### config.mk
export PLATFORM = sky130hd
export DESIGN_NAME = hazard_matrix
export DESIGN_NICKNAME = d
export VERILOG_FILES = /design/src/rtl/hm_pkg.sv /design/src/rtl/hm_srflop.sv /design/src/rtl/hm_row.sv /design/src/rtl/hm_colmerge.sv /design/src/rtl/hazard_matrix.sv
export SDC_FILE = /design/constraint.sdc
export NUM_CORES = 2
export LEC_CHECK = 0
export CORE_AREA = 2 2 429 431
export DETAILED_ROUTE_END_ITERATION = 8
export DIE_AREA = 0 0 431 433
export PLACE_DENSITY = 0.56
export SLEW_MARGIN = 25
export SYNTH_ARGS = -nofsm -noshare
export SYNTH_HDL_FRONTEND = slang
export SYNTH_HIERARCHICAL = 1
export SYNTH_SLANG_ARGS = --single-unit
### constraint.sdc
create_clock -name clk_i -period 1.6 [get_ports clk_i]
set_input_delay 0.24 -clock clk_i [delete_from_list [all_inputs] [get_ports clk_i]]
set_output_delay 0.24 -clock clk_i [all_outputs]
set_load 0.05 [all_outputs]
### src/rtl/hm_pkg.sv
package hm_pkg;
  localparam int unsigned DEF_NUM_FU  = 16;
  localparam int unsigned DEF_NUM_REG = 30;
endpackage

### src/rtl/hm_srflop.sv
// Reset-priority set/reset element, modelled as a clocked flop.
module hm_srflop #(
  parameter int unsigned W = 1
) (
  input  logic         clk_i,
  input  logic         rst_ni,
  input  logic [W-1:0] set_i,
  input  logic [W-1:0] clr_i,
  output logic [W-1:0] q_o
);
  logic [W-1:0] q_q;

  always_ff @(posedge clk_i or negedge rst_ni) begin
    if (!rst_ni) q_q <= '0;
    else         q_q <= (q_q | set_i) & ~clr_i;
  end

  assign q_o = q_q;

  assert_clear_wins_R7: assert property (@(posedge clk_i) disable iff (!rst_ni)
    (|clr_i) |=> ((q_o & $past(clr_i)) == '0));

  assert_set_takes_R2: assert property (@(posedge clk_i) disable iff (!rst_ni)
    (|set_i) |=> ((q_o & $past(set_i & ~clr_i)) == $past(set_i & ~clr_i)));

  assert_hold_R4: assert property (@(posedge clk_i) disable iff (!rst_ni)
    ((set_i == '0) && (clr_i == '0)) |=> $stable(q_o));
endmodule

### src/rtl/hm_row.sv
// One function-unit row: read and write flag vectors plus ready.
module hm_row #(
  parameter int unsigned NUM_REG = 8
) (
  input  logic               clk_i,
  input  logic               rst_ni,
  input  logic               issue_en_i,
  input  logic [NUM_REG-1:0] src_i,
  input  logic [NUM_REG-1:0] dst_i,
  input  logic               go_write_i,
  input  logic               release_i,
  output logic [NUM_REG-1:0] rd_o,
  output logic [NUM_REG-1:0] wr_o,
  output logic               ready_o
);
  logic [NUM_REG-1:0] clr_v, set_rd, set_wr;

  assign clr_v  = {NUM_REG{go_write_i | release_i}};
  assign set_rd = {NUM_REG{issue_en_i}} & src_i;
  assign set_wr = {NUM_REG{issue_en_i}} & dst_i;

  hm_srflop #(.W(NUM_REG)) u_rd (
    .clk_i(clk_i), .rst_ni(rst_ni), .set_i(set_rd), .clr_i(clr_v), .q_o(rd_o)
  );

  hm_srflop #(.W(NUM_REG)) u_wr (
    .clk_i(clk_i), .rst_ni(rst_ni), .set_i(set_wr), .clr_i(clr_v), .q_o(wr_o)
  );

  assign ready_o = ~(|rd_o) & ~(|wr_o);
endmodule

### src/rtl/hm_colmerge.sv
// Column-wise OR of a row-major flag grid.
module hm_colmerge #(
  parameter int unsigned NUM_FU  = 4,
  parameter int unsigned NUM_REG = 8
) (
  input  logic [NUM_FU-1:0][NUM_REG-1:0] grid_i,
  output logic [NUM_REG-1:0]             col_o
);
  for (genvar r = 0; r < NUM_REG; r++) begin : g_col
    logic [NUM_FU-1:0] col_bits;
    for (genvar f = 0; f < NUM_FU; f++) begin : g_bit
      assign col_bits[f] = grid_i[f][r];
    end
    assign col_o[r] = |col_bits;
  end
endmodule

### src/rtl/hazard_matrix.sv
module hazard_matrix
  import hm_pkg::*;
#(
  parameter int unsigned NUM_FU  = DEF_NUM_FU,
  parameter int unsigned NUM_REG = DEF_NUM_REG
) (
  input  logic                      clk_i,
  input  logic                      rst_ni,
  input  logic [NUM_FU-1:0]         issue_en_i,
  input  logic [NUM_FU*NUM_REG-1:0] src_regs_i,
  input  logic [NUM_FU*NUM_REG-1:0] dst_reg_i,
  input  logic [NUM_FU-1:0]         go_write_i,
  input  logic [NUM_FU-1:0]         release_i,
  output logic [NUM_REG-1:0]        rd_pending_o,
  output logic [NUM_REG-1:0]        wr_pending_o,
  output logic [NUM_FU-1:0]         row_ready_o
);
  localparam int unsigned CELLS = NUM_FU * NUM_REG;

  logic [NUM_FU-1:0][NUM_REG-1:0] rd_grid, wr_grid;

  for (genvar f = 0; f < NUM_FU; f++) begin : g_row
    hm_row #(.NUM_REG(NUM_REG)) u_row (
      .clk_i      (clk_i),
      .rst_ni     (rst_ni),
      .issue_en_i (issue_en_i[f]),
      .src_i      (src_regs_i[f*NUM_REG +: NUM_REG]),
      .dst_i      (dst_reg_i[f*NUM_REG +: NUM_REG]),
      .go_write_i (go_write_i[f]),
      .release_i  (release_i[f]),
      .rd_o       (rd_grid[f]),
      .wr_o       (wr_grid[f]),
      .ready_o    (row_ready_o[f])
    );

    assert_row_clears_R5: assert property (@(posedge clk_i) disable iff (!rst_ni)
      (go_write_i[f] || release_i[f]) |=> row_ready_o[f]);

    assert_issue_visible_R3: assert property (@(posedge clk_i) disable iff (!rst_ni)
      (issue_en_i[f] && !go_write_i[f] && !release_i[f]) |=>
        (((rd_pending_o & $past(src_regs_i[f*NUM_REG +: NUM_REG]))
            == $past(src_regs_i[f*NUM_REG +: NUM_REG])) &&
         ((wr_pending_o & $past(dst_reg_i[f*NUM_REG +: NUM_REG]))
            == $past(dst_reg_i[f*NUM_REG +: NUM_REG]))));
  end

  hm_colmerge #(.NUM_FU(NUM_FU), .NUM_REG(NUM_REG)) u_rd_merge (
    .grid_i(rd_grid), .col_o(rd_pending_o)
  );

  hm_colmerge #(.NUM_FU(NUM_FU), .NUM_REG(NUM_REG)) u_wr_merge (
    .grid_i(wr_grid), .col_o(wr_pending_o)
  );

  assert_ready_vs_pending_R9: assert property (@(posedge clk_i) disable iff (!rst_ni)
    (&row_ready_o) |-> ((rd_pending_o == '0) && (wr_pending_o == '0)));

  assert_pending_has_owner_R8: assert property (@(posedge clk_i) disable iff (!rst_ni)
    ((rd_pending_o != '0) || (wr_pending_o != '0)) |-> !(&row_ready_o));

  initial assert_cells_nonzero: assert (CELLS > 0);
endmodule

Yosys cells after proc, flatten, opt, wreduce, memory -nomap -nowiden
Cells that the tools add are included.

cells by class
  reductions and logical operators = 92
  bitwise operators = 176

operator list
  operator             count
  30-bit bitwise AND   64
  30-bit bitwise OR    32
  16-bit OR reduction  60
  30-bit OR reduction  32
  30-bit NOT           16
  1-bit NOT            32
  1-bit bitwise AND    16
  1-bit bitwise OR     16

storage, ports and cells
  output and inout port bits = 76
  register bits = 960
  input bits = 1010
  logic and storage cells = 300

Longest topological paths before layout
  depth after elaboration = 3
  mapped depth = 4
  gate-level depth less buffers = 4

Modules after synthesis
Netlist, hierarchy kept.

by module, submodules not included
  module       area each (um^2)  times used  cells an instance  seq. area each (um^2)
  hm_srflop    1051.0            32          60                 750.7
  hm_row       560.5             16          88                 0.0
  hm_colmerge  938.4             2           150                0.0

Worst setup path before layout
OpenSTA, ideal clock, no wires.

  path kind = register to output
  start = register g_row[10].u_row.u_rd.q_q[24]
  end = output row_ready_o[10]
  cell stages (with the launch flop) = 5
  slack = -565 ps
  path buffers = 0
  arrival time = 1925 ps
  required time = 1360 ps
  cells stage by stage = dfrtp_1 -> or4_1 -> nor2_1 -> nand3_1 -> nor4_2

on the way
  word-level cells in the longest chain between the ends = 3

ends and longest elaborated chain
  what                      line                 source
  start: declaration        hm_srflop.sv:11      logic [W-1:0] q_q;
  start signal: assignment  hm_srflop.sv:15      else q_q <= (q_q | set_i) & ~clr_i;
  30-bit OR reduction       hm_row.sv:30         assign ready_o = ~(|rd_o) & ~(|wr_o);
  1-bit NOT                 hm_row.sv:30
  1-bit bitwise AND         hm_row.sv:30
  end: declaration          hazard_matrix.sv:16  output logic [NUM_FU-1:0] row_ready_o

Every way passes these cells.

Worst setup path after layout
  start = register g_row[1].u_row.u_wr.q_q[1]
  end = output row_ready_o[1]

on the way
  word-level cells in the longest chain between the ends = 3

ends and longest elaborated chain
  what                      line
  start: declaration        hm_srflop.sv:11
  start signal: assignment  hm_srflop.sv:15
  30-bit OR reduction       hm_row.sv:30
  1-bit NOT                 hm_row.sv:30
  1-bit bitwise AND         hm_row.sv:30

Every way passes these cells.

==> flow_metrics.tcl <==
set metrics [dict create \
    netlist_instances 3628 \
    setup_viol 76 \
    final_cells 8629 \
    cp.arrival_ns 2.54 \
    grt_pass1_wl_um 340000 \
    initial_core_util_pct 24.4 \
    die_h_um 433 \
    worstReg2RegStart "g_row[15].u_row/u_wr/q_o[13]$_DFF_PN0_" \
    critPathCaptureType "output pin" \
    synth_common_cells "960 x and2_1, 960 x dfrtp_1, 960 x o21ba_1" \
    finClkSkew_ns 0 \
    status "finished, violations left" \
    synth_top_area_share_pct 54.0 \
    yosysTopAreaCell "dfrtp_1" \
    clock_path_buffers 3 \
    total_power_w 0.0696 \
    finalCriticalPeriod_ns 2.78 \
    drc 0 \
    syn_nets 4638 \
    drv_slew 0 \
    cts_root_buffer "clkbuf_16" \
    synth_seq_cells 960 \
    vias 40900 \
    fmax_mhz 360 \
    seq_area_um2 24000 \
    grt_max_degree 104 \
    io-pin-count 1086 \
    hold_start "issue_en_i[10]" \
    die_area_um2 187000 \
    numClockSinks 960 \
    core_area_um2 182000 \
    start_kind "register" \
    numCtsBuffers 114 \
    placed_cells 8337 \
    grt_pass1_vias 44100 \
    cts.reportedPaths.clkPinSlew_ns 0.06 \
    cts_tree "built" \
    first_pass_iters 5 \
    n_fill_cell 17300 \
    cts_htree_levels 3 \
    leakage_nw 44.5 \
    tightest_slew_ns 0.689 \
    fin_crit_sh_pct 174 \
    worstSkewPairLatency_ns 0.71 \
    cp_max_fo 2 \
    finalWeightedCongestion 0.936 \
    drt_iter0_drc 2667 \
    track_usage_pct 26.0 \
    multiInputGateArea_um2 23200 \
    synth_edf_count 0 \
    avgSynthCellArea_um2 12.3 \
    numPortBuffers 1085 \
    syn_area_um2 44500 \
    p_per_area_nw_per_um2 901 \
    critical_path.startpoint "g_row[1].u_row/u_wr/q_o[1]$_DFF_PN0_" \
    syn2layout_area_growth_pct 73.5 \
    nets 7100 \
    hold_path.class "input port to register" \
    num_rows 157 \
    gr-total-overflow 0 \
    dieWidth_um 431 \
    crit_type "register to output pin" \
    drive_above_1_share_pct 32.0 \
    avgRoutedWirePerCell_um 28.9 \
    ys_seq_area_share_pct 54.0 \
    required_ns 1.36 \
    violations "setup timing" \
    slew-limit-headroom_pct 54.0 \
    hold_violations 0 \
    setup_ws_ns -1.18 \
    async_flop_share_pct 100 \
    wl_um 250000 \
    ant_nets 0 \
    max_cap_violations 0 \
    hpwl_um 203000 \
    peakVddDrop_mv 0.855 \
    rsz0062_at_grt "yes" \
    synth_cell_types 12 \
    yosys-top-cells-area "dfrtp_1 54%, o21ba_1 22%, and2_1 14%" \
    grt_antenna_before_repair 88 \
    via_per_inst 4.74 \
    synth_warnings 6 \
    synth_ff_type "dfrtp_1" \
]
==> worst max-delay path, cell delays in order, from the launching register on <==
cell     delay [ns]
dfrtp_1        0.41
nor4_1         0.42
buf_4          0.20
nand4_1        0.10
buf_4          0.19
nor4_4         0.31
buf_12         0.18
==> flip-flops by register name, indices dropped and copies added, names as in the netlist <==
register              cells
g_row.u_row/u_rd/q_o    480
g_row.u_row/u_wr/q_o    480
==> area by class of cell <==
cell class / count / area share [%]
clock buffers: 166 / 4.35
clock inverters: 42 / 0.833
diodes: 62 / 0.201
multi-input cells: 2572 / 30.0
well taps: 2385 / 3.87
flip-flops and latches: 960 / 31.1
repair buffers: 2442 / 29.6
==> report_power, final <==
part	internal [W]	switching (W)
Clock	0.0167	0.0112
Combinational	0.00831	0.00761
Sequential	0.0251	0.000652
==> kinds of logic (layout without fill, tap and decap cells) <==
group	count (synthesis)	count (layout)	share of synthesized area (%)
buffers and inverters	96	2650	0.810
AND/OR/NAND/NOR	1612	1612	23.6
flip-flops	960	960	54.0
AO/OA/AOI/OAI	960	960	21.6
other	0	62	0
==> layout by cell type (no fill, tap or decap), types with 24 or more instances in the layout <==
cell type / netlist / routed
buf_12: 0 / 94
dfrtp_1: 960 / 958
clkbuf_8: 0 / 29
nor4_1: 416 / 196
nand4_1: 92 / 92
and2_1: 960 / 960
o21ba_1: 960 / 960
or4_4: 0 / 24
buf_4: 0 / 1108
nor4_4: 16 / 178
nor4_2: 32 / 90
clkdlybuf4s50_1: 0 / 992
clkbuf_16: 0 / 115
diode_2: 0 / 62
buf_6: 0 / 230
==> layer usage <==
metal	vias up	track usage (%)	wire length [µm]
li1	18300	-	-
met5	-	0	145
met3	390	4.16	10800
met1	21000	28.9	94000
met4	24	14.5	13900
met2	1263	47.1	131000
==> path summary, 6_finish.rpt <==
kind                            slack (ns)  depth (start not counted)                                endpoint
max in group asynchronous             0.71                          5    g_row[8].u_row/u_rd/q_o[6]$_DFF_PN0_
min in group asynchronous             0.24                          3   g_row[10].u_row/u_rd/q_o[3]$_DFF_PN0_
worst max-delay path                 -1.18                          6                          row_ready_o[1]
worst min register to register        0.53                          1  g_row[14].u_row/u_wr/q_o[10]$_DFF_PN0_
worst min-delay path                  0.09                          3   g_row[10].u_row/u_rd/q_o[8]$_DFF_PN0_
worst max register to register        0.53                          4  g_row[15].u_row/u_wr/q_o[13]$_DFF_PN0_
==> stage by stage <==
stage | setup TNS [ns] | setup slack [ns] | area, µm² | hold WS, ns | utilization [%]
floorplan | -4.43 | -0.277 | 44600 | -0.0556 | -
global placement | -28.00 | -0.691 | 69100 | 0.354 | 37.9
detailed placement | -28.32 | -0.686 | 69100 | 0.354 | 37.9
CTS | -72.00 | -1.31 | 76100 | 0.0338 | 41.8
global route | -72.07 | -1.26 | 77200 | 0.0680 | 42.4
finish | -65.51 | -1.18 | 77200 | 0.0865 | 42.4
==> timing repair <==
action,in CTS,in global routing
hold endpoints to repair,890,0
pin swaps,135,90
hold buffers,2,0
resized for setup,509,155
gates cloned,0,0
setup buffers,19,27
setup endpoints to repair,76,76
No activity file was read; power rests on OpenSTA's default activity.
